## src/rtl/tps_pkg.sv

```systemverilog
package tps_pkg;

  typedef enum logic [1:0] {
    PH_ISSUE  = 2'd0,
    PH_DRAIN  = 2'd1,
    PH_UPDATE = 2'd2
  } phase_e;

  // total stages: forward, error, backward
  function automatic int unsigned stage_count(input int unsigned layers);
    return 2 * layers + 1;
  endfunction

  // cycles between the batch-closing issue and the update strobe
  function automatic int unsigned drain_len(input int unsigned layers);
    return 2 * layers + 1;
  endfunction

  // stage index whose departure writes the buffer of layer k (1-based)
  function automatic int unsigned wr_stage(input int unsigned k);
    return k - 1;
  endfunction

  // stage index whose arrival reads the buffer of layer k (1-based)
  function automatic int unsigned rd_stage(input int unsigned layers, input int unsigned k);
    return 2 * layers - k + 1;
  endfunction

  // entries layer k must be able to hold
  function automatic int unsigned buf_slots(input int unsigned layers, input int unsigned k);
    return 2 * (layers - k) + 2;
  endfunction

endpackage

```

## src/rtl/tps_batch_ctrl.sv

```systemverilog
module tps_batch_ctrl
  import tps_pkg::*;
#(
  parameter int unsigned NUM_LAYERS = 3,
  parameter int unsigned BATCH      = 4,
  parameter int unsigned CNT_W      = $clog2(BATCH + 1)
) (
  input  logic             clk,
  input  logic             rst_n,
  input  logic             avail_i,
  output logic             issue_o,
  output logic             upd_o,
  output logic [CNT_W-1:0] fill_o
);

  localparam int unsigned DRAIN_LEN = drain_len(NUM_LAYERS);
  localparam int unsigned DRN_W     = $clog2(DRAIN_LEN + 1);

  phase_e             phase_q;
  logic [CNT_W-1:0]   cnt_q;
  logic [DRN_W-1:0]   drn_q;
  logic               closing_issue;

  assign issue_o       = (phase_q == PH_ISSUE) && avail_i;
  assign closing_issue = issue_o && (cnt_q == CNT_W'(BATCH - 1));
  assign upd_o         = (phase_q == PH_UPDATE);
  assign fill_o        = cnt_q;

  always_ff @(posedge clk) begin
    if (!rst_n) begin
      phase_q <= PH_ISSUE;
      cnt_q   <= '0;
      drn_q   <= '0;
    end else begin
      unique case (phase_q)
        PH_ISSUE: begin
          if (issue_o) cnt_q <= cnt_q + 1'b1;
          if (closing_issue) begin
            phase_q <= PH_DRAIN;
            drn_q   <= '0;
          end
        end
        PH_DRAIN: begin
          if (drn_q == DRN_W'(DRAIN_LEN - 1)) phase_q <= PH_UPDATE;
          else                                drn_q   <= drn_q + 1'b1;
        end
        PH_UPDATE: begin
          phase_q <= PH_ISSUE;
          cnt_q   <= '0;
        end
        default: phase_q <= PH_ISSUE;
      endcase
    end
  end


  upd_single_chk: assert property (@(posedge clk) disable iff (!rst_n)
    upd_o |=> !upd_o);


  fill_clear_chk: assert property (@(posedge clk) disable iff (!rst_n)
    upd_o |=> (fill_o == '0));


  fill_bound_chk: assert property (@(posedge clk) disable iff (!rst_n)
    fill_o <= CNT_W'(BATCH));


  bubble_hold_chk: assert property (@(posedge clk) disable iff (!rst_n)
    (!issue_o && !upd_o) |=> $stable(fill_o));

endmodule

```

## src/rtl/tps_stage_shift.sv

```systemverilog
module tps_stage_shift #(
  parameter int unsigned DEPTH = 7,
  parameter int unsigned TAG_W = 6
) (
  input  logic                   clk,
  input  logic                   rst_n,
  input  logic                   in_valid,
  input  logic [TAG_W-1:0]       in_tag,
  output logic [DEPTH-1:0]       valid_o,
  output logic [DEPTH*TAG_W-1:0] tag_flat_o
);

  logic [DEPTH-1:0]            valid_q;
  logic [DEPTH-1:0][TAG_W-1:0] tag_q;

  for (genvar i = 0; i < DEPTH; i++) begin : g_stage
    if (i == 0) begin : g_head
      always_ff @(posedge clk) begin
        if (!rst_n) begin
          valid_q[i] <= 1'b0;
          tag_q[i]   <= '0;
        end else begin
          valid_q[i] <= in_valid;
          tag_q[i]   <= in_tag;
        end
      end
    end else begin : g_body
      always_ff @(posedge clk) begin
        if (!rst_n) begin
          valid_q[i] <= 1'b0;
          tag_q[i]   <= '0;
        end else begin
          valid_q[i] <= valid_q[i-1];
          tag_q[i]   <= tag_q[i-1];
        end
      end


      advance_chk: assert property (@(posedge clk) disable iff (!rst_n)
        valid_q[i-1] |=> (valid_q[i] && (tag_q[i] == $past(tag_q[i-1]))));
    end
  end

  assign valid_o    = valid_q;
  assign tag_flat_o = tag_q;

endmodule

```

## src/rtl/tps_buf_enables.sv

```systemverilog
module tps_buf_enables
  import tps_pkg::*;
#(
  parameter int unsigned NUM_LAYERS = 3,
  parameter int unsigned DEPTH      = 7
) (
  input  logic                  clk,
  input  logic                  rst_n,
  input  logic [DEPTH-1:0]      stage_valid_i,
  output logic [NUM_LAYERS-1:0] wr_o,
  output logic [NUM_LAYERS-1:0] rd_o
);

  localparam int unsigned OCC_W = $clog2(2 * NUM_LAYERS + 3);

  for (genvar k = 1; k <= NUM_LAYERS; k++) begin : g_layer
    localparam int unsigned WS    = wr_stage(k);
    localparam int unsigned RS    = rd_stage(NUM_LAYERS, k);
    localparam int unsigned SLOTS = buf_slots(NUM_LAYERS, k);

    logic [OCC_W-1:0] occ_q;

    assign wr_o[k-1] = stage_valid_i[WS];
    assign rd_o[k-1] = stage_valid_i[RS];

    // outstanding entries, kept for the checks below
    always_ff @(posedge clk) begin
      if (!rst_n) occ_q <= '0;
      else        occ_q <= occ_q + OCC_W'(wr_o[k-1]) - OCC_W'(rd_o[k-1]);
    end


    no_overflow_chk: assert property (@(posedge clk) disable iff (!rst_n)
      occ_q <= OCC_W'(SLOTS));


    no_underflow_chk: assert property (@(posedge clk) disable iff (!rst_n)
      rd_o[k-1] |-> (occ_q != '0));
  end

endmodule

```

## src/rtl/train_pipe_sched.sv

```systemverilog
module train_pipe_sched
  import tps_pkg::*;
#(
  parameter int unsigned NUM_LAYERS = 3,
  parameter int unsigned BATCH      = 4,
  parameter int unsigned TAG_W      = 6,
  localparam int unsigned DEPTH     = stage_count(NUM_LAYERS),
  localparam int unsigned CNT_W     = $clog2(BATCH + 1)
) (
  input  logic                   clk,
  input  logic                   rst_n,
  input  logic                   img_avail_i,
  output logic                   img_issue_o,
  output logic [TAG_W-1:0]       issue_tag_o,
  output logic [DEPTH-1:0]       stage_valid_o,
  output logic [DEPTH*TAG_W-1:0] stage_tag_o,
  output logic [NUM_LAYERS-1:0]  buf_wr_o,
  output logic [NUM_LAYERS-1:0]  buf_rd_o,
  output logic                   wupd_o,
  output logic [CNT_W-1:0]       batch_fill_o
);

  localparam int unsigned GAP   = drain_len(NUM_LAYERS) + 1;
  localparam int unsigned SNC_W = $clog2(GAP + 1);

  logic [TAG_W-1:0] tag_ctr_q;
  logic             issue_w;

  tps_batch_ctrl #(
    .NUM_LAYERS (NUM_LAYERS),
    .BATCH      (BATCH),
    .CNT_W      (CNT_W)
  ) u_ctrl (
    .clk     (clk),
    .rst_n   (rst_n),
    .avail_i (img_avail_i),
    .issue_o (issue_w),
    .upd_o   (wupd_o),
    .fill_o  (batch_fill_o)
  );

  always_ff @(posedge clk) begin
    if (!rst_n)       tag_ctr_q <= '0;
    else if (issue_w) tag_ctr_q <= tag_ctr_q + 1'b1;
  end

  tps_stage_shift #(
    .DEPTH (DEPTH),
    .TAG_W (TAG_W)
  ) u_shift (
    .clk        (clk),
    .rst_n      (rst_n),
    .in_valid   (issue_w),
    .in_tag     (tag_ctr_q),
    .valid_o    (stage_valid_o),
    .tag_flat_o (stage_tag_o)
  );

  tps_buf_enables #(
    .NUM_LAYERS (NUM_LAYERS),
    .DEPTH      (DEPTH)
  ) u_bufen (
    .clk           (clk),
    .rst_n         (rst_n),
    .stage_valid_i (stage_valid_o),
    .wr_o          (buf_wr_o),
    .rd_o          (buf_rd_o)
  );

  assign img_issue_o = issue_w;
  assign issue_tag_o = tag_ctr_q;

  // cycles since the batch-closing issue, 0 when none pending
  logic [SNC_W-1:0] since_q;
  logic             close_w;
  assign close_w = issue_w && (batch_fill_o == CNT_W'(BATCH - 1));

  always_ff @(posedge clk) begin
    if (!rst_n)                         since_q <= '0;
    else if (close_w)                   since_q <= SNC_W'(1);
    else if (since_q == SNC_W'(GAP))    since_q <= '0;
    else if (since_q != '0)             since_q <= since_q + 1'b1;
  end


  upd_when_due_chk: assert property (@(posedge clk) disable iff (!rst_n)
    wupd_o == (since_q == SNC_W'(GAP)));


  upd_empty_chk: assert property (@(posedge clk) disable iff (!rst_n)
    wupd_o |-> (stage_valid_o == '0));


  drain_block_chk: assert property (@(posedge clk) disable iff (!rst_n)
    (since_q != '0) |-> !img_issue_o);


  issue_enters_chk: assert property (@(posedge clk) disable iff (!rst_n)
    img_issue_o |=> (stage_valid_o[0] && (stage_tag_o[TAG_W-1:0] == $past(issue_tag_o))));


  bubble_chk: assert property (@(posedge clk) disable iff (!rst_n)
    !img_issue_o |=> (!stage_valid_o[0] && $stable(issue_tag_o)));

endmodule

```

## config.mk

```make
export PLATFORM = sky130hd
export DESIGN_NAME = train_pipe_sched
export DESIGN_NICKNAME = d
export VERILOG_FILES = /design/src/rtl/tps_pkg.sv /design/src/rtl/tps_batch_ctrl.sv /design/src/rtl/tps_stage_shift.sv /design/src/rtl/tps_buf_enables.sv /design/src/rtl/train_pipe_sched.sv
export SDC_FILE = /design/constraint.sdc
export NUM_CORES = 1
export LEC_CHECK = 0
export ABC_CLOCK_PERIOD_IN_PS = 3860
export BUFFER_PORTS_ARGS = -buffer_cell sky130_fd_sc_hd__buf_4
export CORE_MARGIN = 2
export CORE_UTILIZATION = 50
export CTS_CLUSTER_DIAMETER = 120
export DETAILED_ROUTE_END_ITERATION = 7
export GPL_ROUTABILITY_DRIVEN = 0
export PLACE_DENSITY = 0.87
export RECOVER_POWER = 100
export SETUP_SLACK_MARGIN = 0.2
export SYNTH_ARGS = -nofsm -noshare
export SYNTH_HDL_FRONTEND = slang
export SYNTH_SLANG_ARGS = --single-unit
```

## constraint.sdc

```tcl
create_clock -name clk -period 3.86 [get_ports clk]
set_input_delay 0.193 -clock clk [delete_from_list [all_inputs] [get_ports clk]]
set_output_delay 0.193 -clock clk [all_outputs]
set_load 0.02 [all_outputs]
```

==> reports/qor.csv, run 1 <==
metric,value,unit
status,finished clean,
most frequent cell after synthesis,dfxtp_1,
Post-Synth XOR/XNOR Area,0.8761,%
Cells after Synth,179,
Antenna Violating Nets Remaining,0,
crit-path max cell delay,0.51,ns
Crit Path Class,register to output pin,
gr usage total,18.36,%
CTS HTree Levels,3,
crit path capture type,output pin,
final worst-path cycle share,47.38,%
Mapped Area,1999,µm²
placed cell areas,2491,µm²
final hold slack,0.3179,ns
IO buf count,68,
Worst EP required,3.67,ns
DR pass1 iterations,4,
CP Depth,3,
DRC viols,0,
Ports,69,
"Distinct cells, synth",31,
min cycle time layout,1.829,ns
FF-to-FF End,issue_tag_o[5],
grt total ovfl,0,
end point of the critical path,img_issue_o,
routed length per instance,12.37,µm
Clock Path Buffers,2,
setup repair bufs after CTS,0,
CTS sink count,63,
Worst VDD drop,0.3296,mV
Non-Filler Instances,298,
Synth top area share,63.08,%
final instance area,2489,µm²
highest clock rate,0.5468,GHz
Clock Latency Late Sink,0.34,ns
antenna cells,0,
clock skew,0.006486,ns
DRT Wirelength,3.686,mm
CTS tree,done,
number of synthesized flops with an enable pin,0,
"Slowest-stage cell, CP",or3b_1,
final setup fails,0,
CTS hold repair buffers,0,
main combinational cell family by area after synthesis,simple AND/OR/NAND/NOR gates,
hpwl dp,2.499,mm
total leakage power,0.9808,nW
synthesis-to-layout area growth,24.47,%
Num CTS Buffers,9,
DR vias/cell,4.674,
CP startpoint kind,register,
Hold Path Class,primary input to register,
MaxCap Viol Count,0,
pin count of the biggest net entering global routing,54,
Worst Tran Pin Value,0.3769,ns
post-synthesis sequential area ratio,63.08,%
Syn Nets,187,
vias in the first global route,1312,
RSZ-0062 raised after global routing,false,
commonest cells in the netlist,"dfxtp_1 (63), and2_1 (49), nand2_1 (7)",
Syn Area/Cell,11.17,µm²
top_reg_cell synth,dfxtp_1,
layout net count,253,
Starting Density,53.41,%
total core area,3744,µm²
"Async S/R FF share, synth",0,%
synth warn,0,
hold depth,2,
"Arr. time, crit path",1.64,ns
post-synthesis adder-cell area fraction,3.129,%
CP top delay family,simple AND/OR/NAND/NOR gates,
relative max-transition margin,74.88,%
Synth Area in Simple Gates,23.15,%
CP Launch Point,u_ctrl.phase_q[1],
mux cell area share after synthesis,0.5632,%
DIE HEIGHT,67.24,µm
Synth area leader,dfxtp_1,
Critical R2R Launch,u_ctrl.phase_q[1],
Slew Limit Fails,0,
final setup TNS,0,ns
antenna violations before repair,0,
first-pass GRT wire length,5.844,mm
Die Wd,67.24,µm
crit path cell chain,or3b_1 -> inv_1 -> clkbuf_1,
R2R Setup Slk,2.21,ns
drt first-iter violations,51,
pwr dens,566.7,nW/µm²
CTS resizes,0,
Tot Pwr,0.001410,W
share of post-route cells with drive strength above 1,8.800,%
R2R depth,3,
crit-path max FO,10,
Synth area leaders,"dfxtp_1 (63%), and2_1 (15%), ha_1 (3.1%)",
DP Cell Count,282,
Root Driver,clkbuf_8,
Synth Area in Compound Gates,4.318,%
CP bufs+invs,2,
Die Area,4521,µm²
row count,22,
Final Hold Viols,0,
Via Count,1393,
"Reg clk slew, reported paths",0.07,ns
register bit total from synthesis,63,
==> per-layer routing <==
metal / track usage, % / share of wire [%] / wire length, µm / vias up
met3: 11.83 / 11 / 415 / 9
met5: 0 / 0 / 0 / -
li1: - / - / - / 703
met4: 8.673 / 2.0 / 73 / 0
met2: 28.96 / 45 / 1650 / 63
met1: 19.01 / 42 / 1547 / 618
==> worst reg2reg max path: stages, from the launching register on <==
cell	delay [ns]
dfxtp_1	0.33
or3b_1	0.51
or4_1	0.56
a21oi_1	0.17
==> layout make-up <==
cell class	count	area, µm²
Timing Repair Buffer	68	262.8
Fill cell	345	1255
Tap cell	48	60.06
Multi-Input combinational cell	98	640.6
Inverter	5	18.77
Clock buffer	9	123.9
Clock inverter	7	121.4
Sequential cell	63	1261
==> flip-flops by register name (all words and copies together) (netlist names) <==
signal              flops
u_ctrl.fill_o           3
u_shift.valid_o         7
u_shift.tag_flat_o     42
u_ctrl.phase_q          2
u_ctrl.drn_q            3
issue_tag_o             6
==> kinds of logic after synthesis <==
| logic type | after synthesis |
|---|---|
| AO/OA/AOI/OAI | 13 |
| buffers and inverters | 18 |
| XOR/XNOR | 2 |
| adder cells (fa/ha/maj) | 5 |
| flip-flops | 63 |
| AND/OR/NAND/NOR | 77 |
| multiplexers | 1 |
==> cell usage in the layout (no fill, tap or decap), drive strengths merged, types with 2 or more instances in the layout <==
| cell type | instances |
|---|---|
| ha | 5 |
| nand2b | 3 |
| nand3 | 4 |
| clkinv | 4 |
| buf | 2 |
| inv | 5 |
| xnor2 | 2 |
| clkbuf | 75 |
| bufinv | 3 |
| a21oi | 6 |
| dfxtp | 63 |
| nor2 | 5 |
| and2 | 49 |
| nand2 | 7 |
==> per-stage QoR <==
step	setup WS, ns	utilization (%)
2_1_floorplan	2.354	-
3_3_place_gp	2.303	66.54
3_5_place_dp	2.268	66.54
4_1_cts	2.093	73.09
5_1_grt	1.908	66.48
6_report	2.031	66.48
==> where the power goes <==
part / switching, W / internal [W]
Sequential: 0.00000807 / 0.000660
Combinational: 0.0000364 / 0.0000158
Clock: 0.000259 / 0.000431
Total: 0.000304 / 0.00111
==> how the worst min path moves through the flow <==
stage,startpoint,end,slack [ns]
CTS,img_avail_i,u_ctrl.drn_q[2],0.30
detailed placement,u_shift.tag_flat_o[13],u_shift.tag_flat_o[19],0.44
global placement,u_shift.tag_flat_o[27],u_shift.tag_flat_o[33],0.44
floorplan,rst_n,u_shift.tag_flat_o[4],0.34
global route,img_avail_i,u_ctrl.drn_q[2],0.32
finish,rst_n,u_shift.tag_flat_o[27],0.32
No activity file was read; power rests on OpenSTA's default activity.
==> run 2, diff against run 1 <==
--- a/config.mk
+++ b/config.mk
@@ -5,14 +5,14 @@
 export SDC_FILE = /design/constraint.sdc
 export NUM_CORES = 1
 export LEC_CHECK = 0
-export ABC_CLOCK_PERIOD_IN_PS = 3860
+export ABC_CLOCK_PERIOD_IN_PS = 1870
 export BUFFER_PORTS_ARGS = -buffer_cell sky130_fd_sc_hd__buf_4
 export CORE_MARGIN = 2
-export CORE_UTILIZATION = 50
+export CORE_UTILIZATION = 48
 export CTS_CLUSTER_DIAMETER = 120
 export DETAILED_ROUTE_END_ITERATION = 7
 export GPL_ROUTABILITY_DRIVEN = 0
-export PLACE_DENSITY = 0.87
+export PLACE_DENSITY = 0.84
 export RECOVER_POWER = 100
 export SETUP_SLACK_MARGIN = 0.2
 export SYNTH_ARGS = -nofsm -noshare
==> constraint.sdc (replaced) <==
create_clock -name clk -period 1.87 [get_ports clk]
set_input_delay 0.0935 -clock clk [delete_from_list [all_inputs] [get_ports clk]]
set_output_delay 0.0935 -clock clk [all_outputs]
set_load 0.02 [all_outputs]
==> run 2 against run 1 <==
  * Sequential share of layout area about the same
  * Count of clock-buffer cells in the layout rose by 1
  * Critical path depth grew 1
  * Core utilization is 4.2 points lower
  * Non-clock buffer count up 1
  * Critical endpoint unchanged
  * Highest routed layer unchanged
  * Register-to-register slack worse by 1.8 ns
  * First-iteration DRC count up 27%
  * Clock skew rose by 0.00062 ns
==> reports/qor.csv, run 2 (synthesis gave the netlist of run 1 again) <==
metric,value,unit
status,finished clean,
CP Launch Point,u_ctrl.phase_q[1],
DRT Wirelength,3.734,mm
antenna cells,0,
clock skew,0.007108,ns
total leakage power,0.9740,nW
crit path capture type,output pin,
final setup margin,0.2101,ns
Num CTS Buffers,9,
IO buf count,68,
final worst-path cycle share,88.76,%
Worst VDD drop,0.6106,mV
Clock Path Buffers,2,
routed length per instance,12.41,µm
# fillers,386,
Setup Slack @ Placement,0.4130,ns
CTS HTree Levels,3,
final setup fails,0,
most frequent cells in the layout,"clkbuf_1 (65), dfxtp_1 (63), and2_1 (26), and2_0 (23), clkbuf_8 (10)",
flip-flop and latch area,1261,µm²
share of post-route cells with drive strength above 1,9.960,%
R2R Setup Slk,0.40,ns
final setup TNS,0,ns
Critical R2R Launch,u_ctrl.phase_q[1],
pwr dens,1128,nW/µm²
Starting Density,49.98,%
Final Hold Viols,0,
vias in the first global route,1262,
Worst EP required,1.78,ns
Crit Path Class,register to output pin,
Hold Path Class,primary input to register,
"most common cell after layout, fill and taps aside",clkbuf_1,
final instance area,2490,µm²
RSZ-0062 raised after global routing,false,
CTS hold repair buffers,0,
FF-to-FF End,issue_tag_o[5],
DR pass1 iterations,4,
drt first-iter violations,65,
highest clock rate,0.6025,GHz
crit-path max FO,8,
Worst Tran Pin Value,0.3838,ns
Die Wd,68.54,µm
row count,23,
antenna violations before repair,0,
synthesis-to-layout area growth,24.53,%
layout net count,254,
MaxCap Viol Count,0,
total core area,4000,µm²
Root Driver,clkbuf_8,
DRC viols,0,
"Reg clk slew, reported paths",0.07,ns
pin count of the biggest net entering global routing,54,
Slew Limit Fails,0,
Clock Latency Late Sink,0.33,ns
Antenna Violating Nets Remaining,0,
gr usage total,16.71,%
"Arr. time, crit path",1.57,ns
Final Core Density,62.25,%
Die Area,4698,µm²
hpwl dp,2.547,mm
multi-input logic area,643.1,µm²
Via Count,1407,
relative max-transition margin,74.42,%
CP startpoint kind,register,
Ports,69,
CTS tree,done,
R2R depth,3,
DR vias/cell,4.674,
max FFs per register,42,
first-pass GRT wire length,5.506,mm
min cycle time layout,1.660,ns
end point of the critical path,img_issue_o,
placed cell areas,2501,µm²
DIE HEIGHT,68.54,µm
grt total ovfl,0,
CTS sink count,63,
-- run 2: area by class of cell --
type	instances	area share [%]
repair buffers	69	11.01
well taps	50	2.513
multi-input cells	98	25.83
flip-flops and latches	63	50.65
clock inverters	6	3.719
inverters	5	0.7538
clock buffers	10	5.528
-- run 2: per-stage QoR --
| step | instances | total power [W] | hold slack [ns] |
|---|---|---|---|
| 2_1_floorplan | 179 | 0.001490 | 0.2394 |
| 3_3_place_gp | 285 | 0.001537 | 0.4388 |
| 3_5_place_dp | 285 | 0.001541 | 0.4393 |
| 4_1_cts | 301 | 0.002866 | 0.2122 |
| 5_1_grt | 301 | 0.002926 | 0.2383 |
| 6_report | 301 | 0.002808 | 0.2228 |
-- run 2: worst min-delay path by stage --
stage,startpoint,to,cells past startpoint
floorplan,rst_n,u_shift.tag_flat_o[4],1
global placement,u_shift.tag_flat_o[10],u_shift.tag_flat_o[16],1
detailed placement,u_shift.tag_flat_o[10],u_shift.tag_flat_o[16],1
CTS,rst_n,u_ctrl.drn_q[1],3
global route,img_avail_i,u_ctrl.drn_q[2],3
finish,rst_n,u_shift.tag_flat_o[21],2
-- run 2: metal layers --
| metal | vias up | share of wire, % | track usage [%] |
|---|---|---|---|
| met5 | - | 0 | 0 |
| met4 | 0 | 1.2 | 9.750 |
| li1 | 698 | - | - |
| met2 | 63 | 47 | 25.96 |
| met3 | 6 | 10 | 8.279 |
| met1 | 640 | 42 | 18.36 |
-- run 2: repair_timing --
| item | CTS | global route |
|---|---|---|
| resized for setup | 1 | 1 |
| buffers inserted | 0 | 0 |
| setup endpoints to repair | 1 | 1 |
-- run 2: worst max-delay path, cell delays in order (launching register included) --
cell	delay [ns]
dfxtp_1	0.34
or3b_4	0.41
buf_4	0.17
inv_1	0.15
buf_4	0.17
-- run 2: where the power goes --
part / switching (W) / internal [W]
logic: 0.0000755 / 0.0000358
registers: 0.0000162 / 0.00136
clock network: 0.000525 / 0.000793
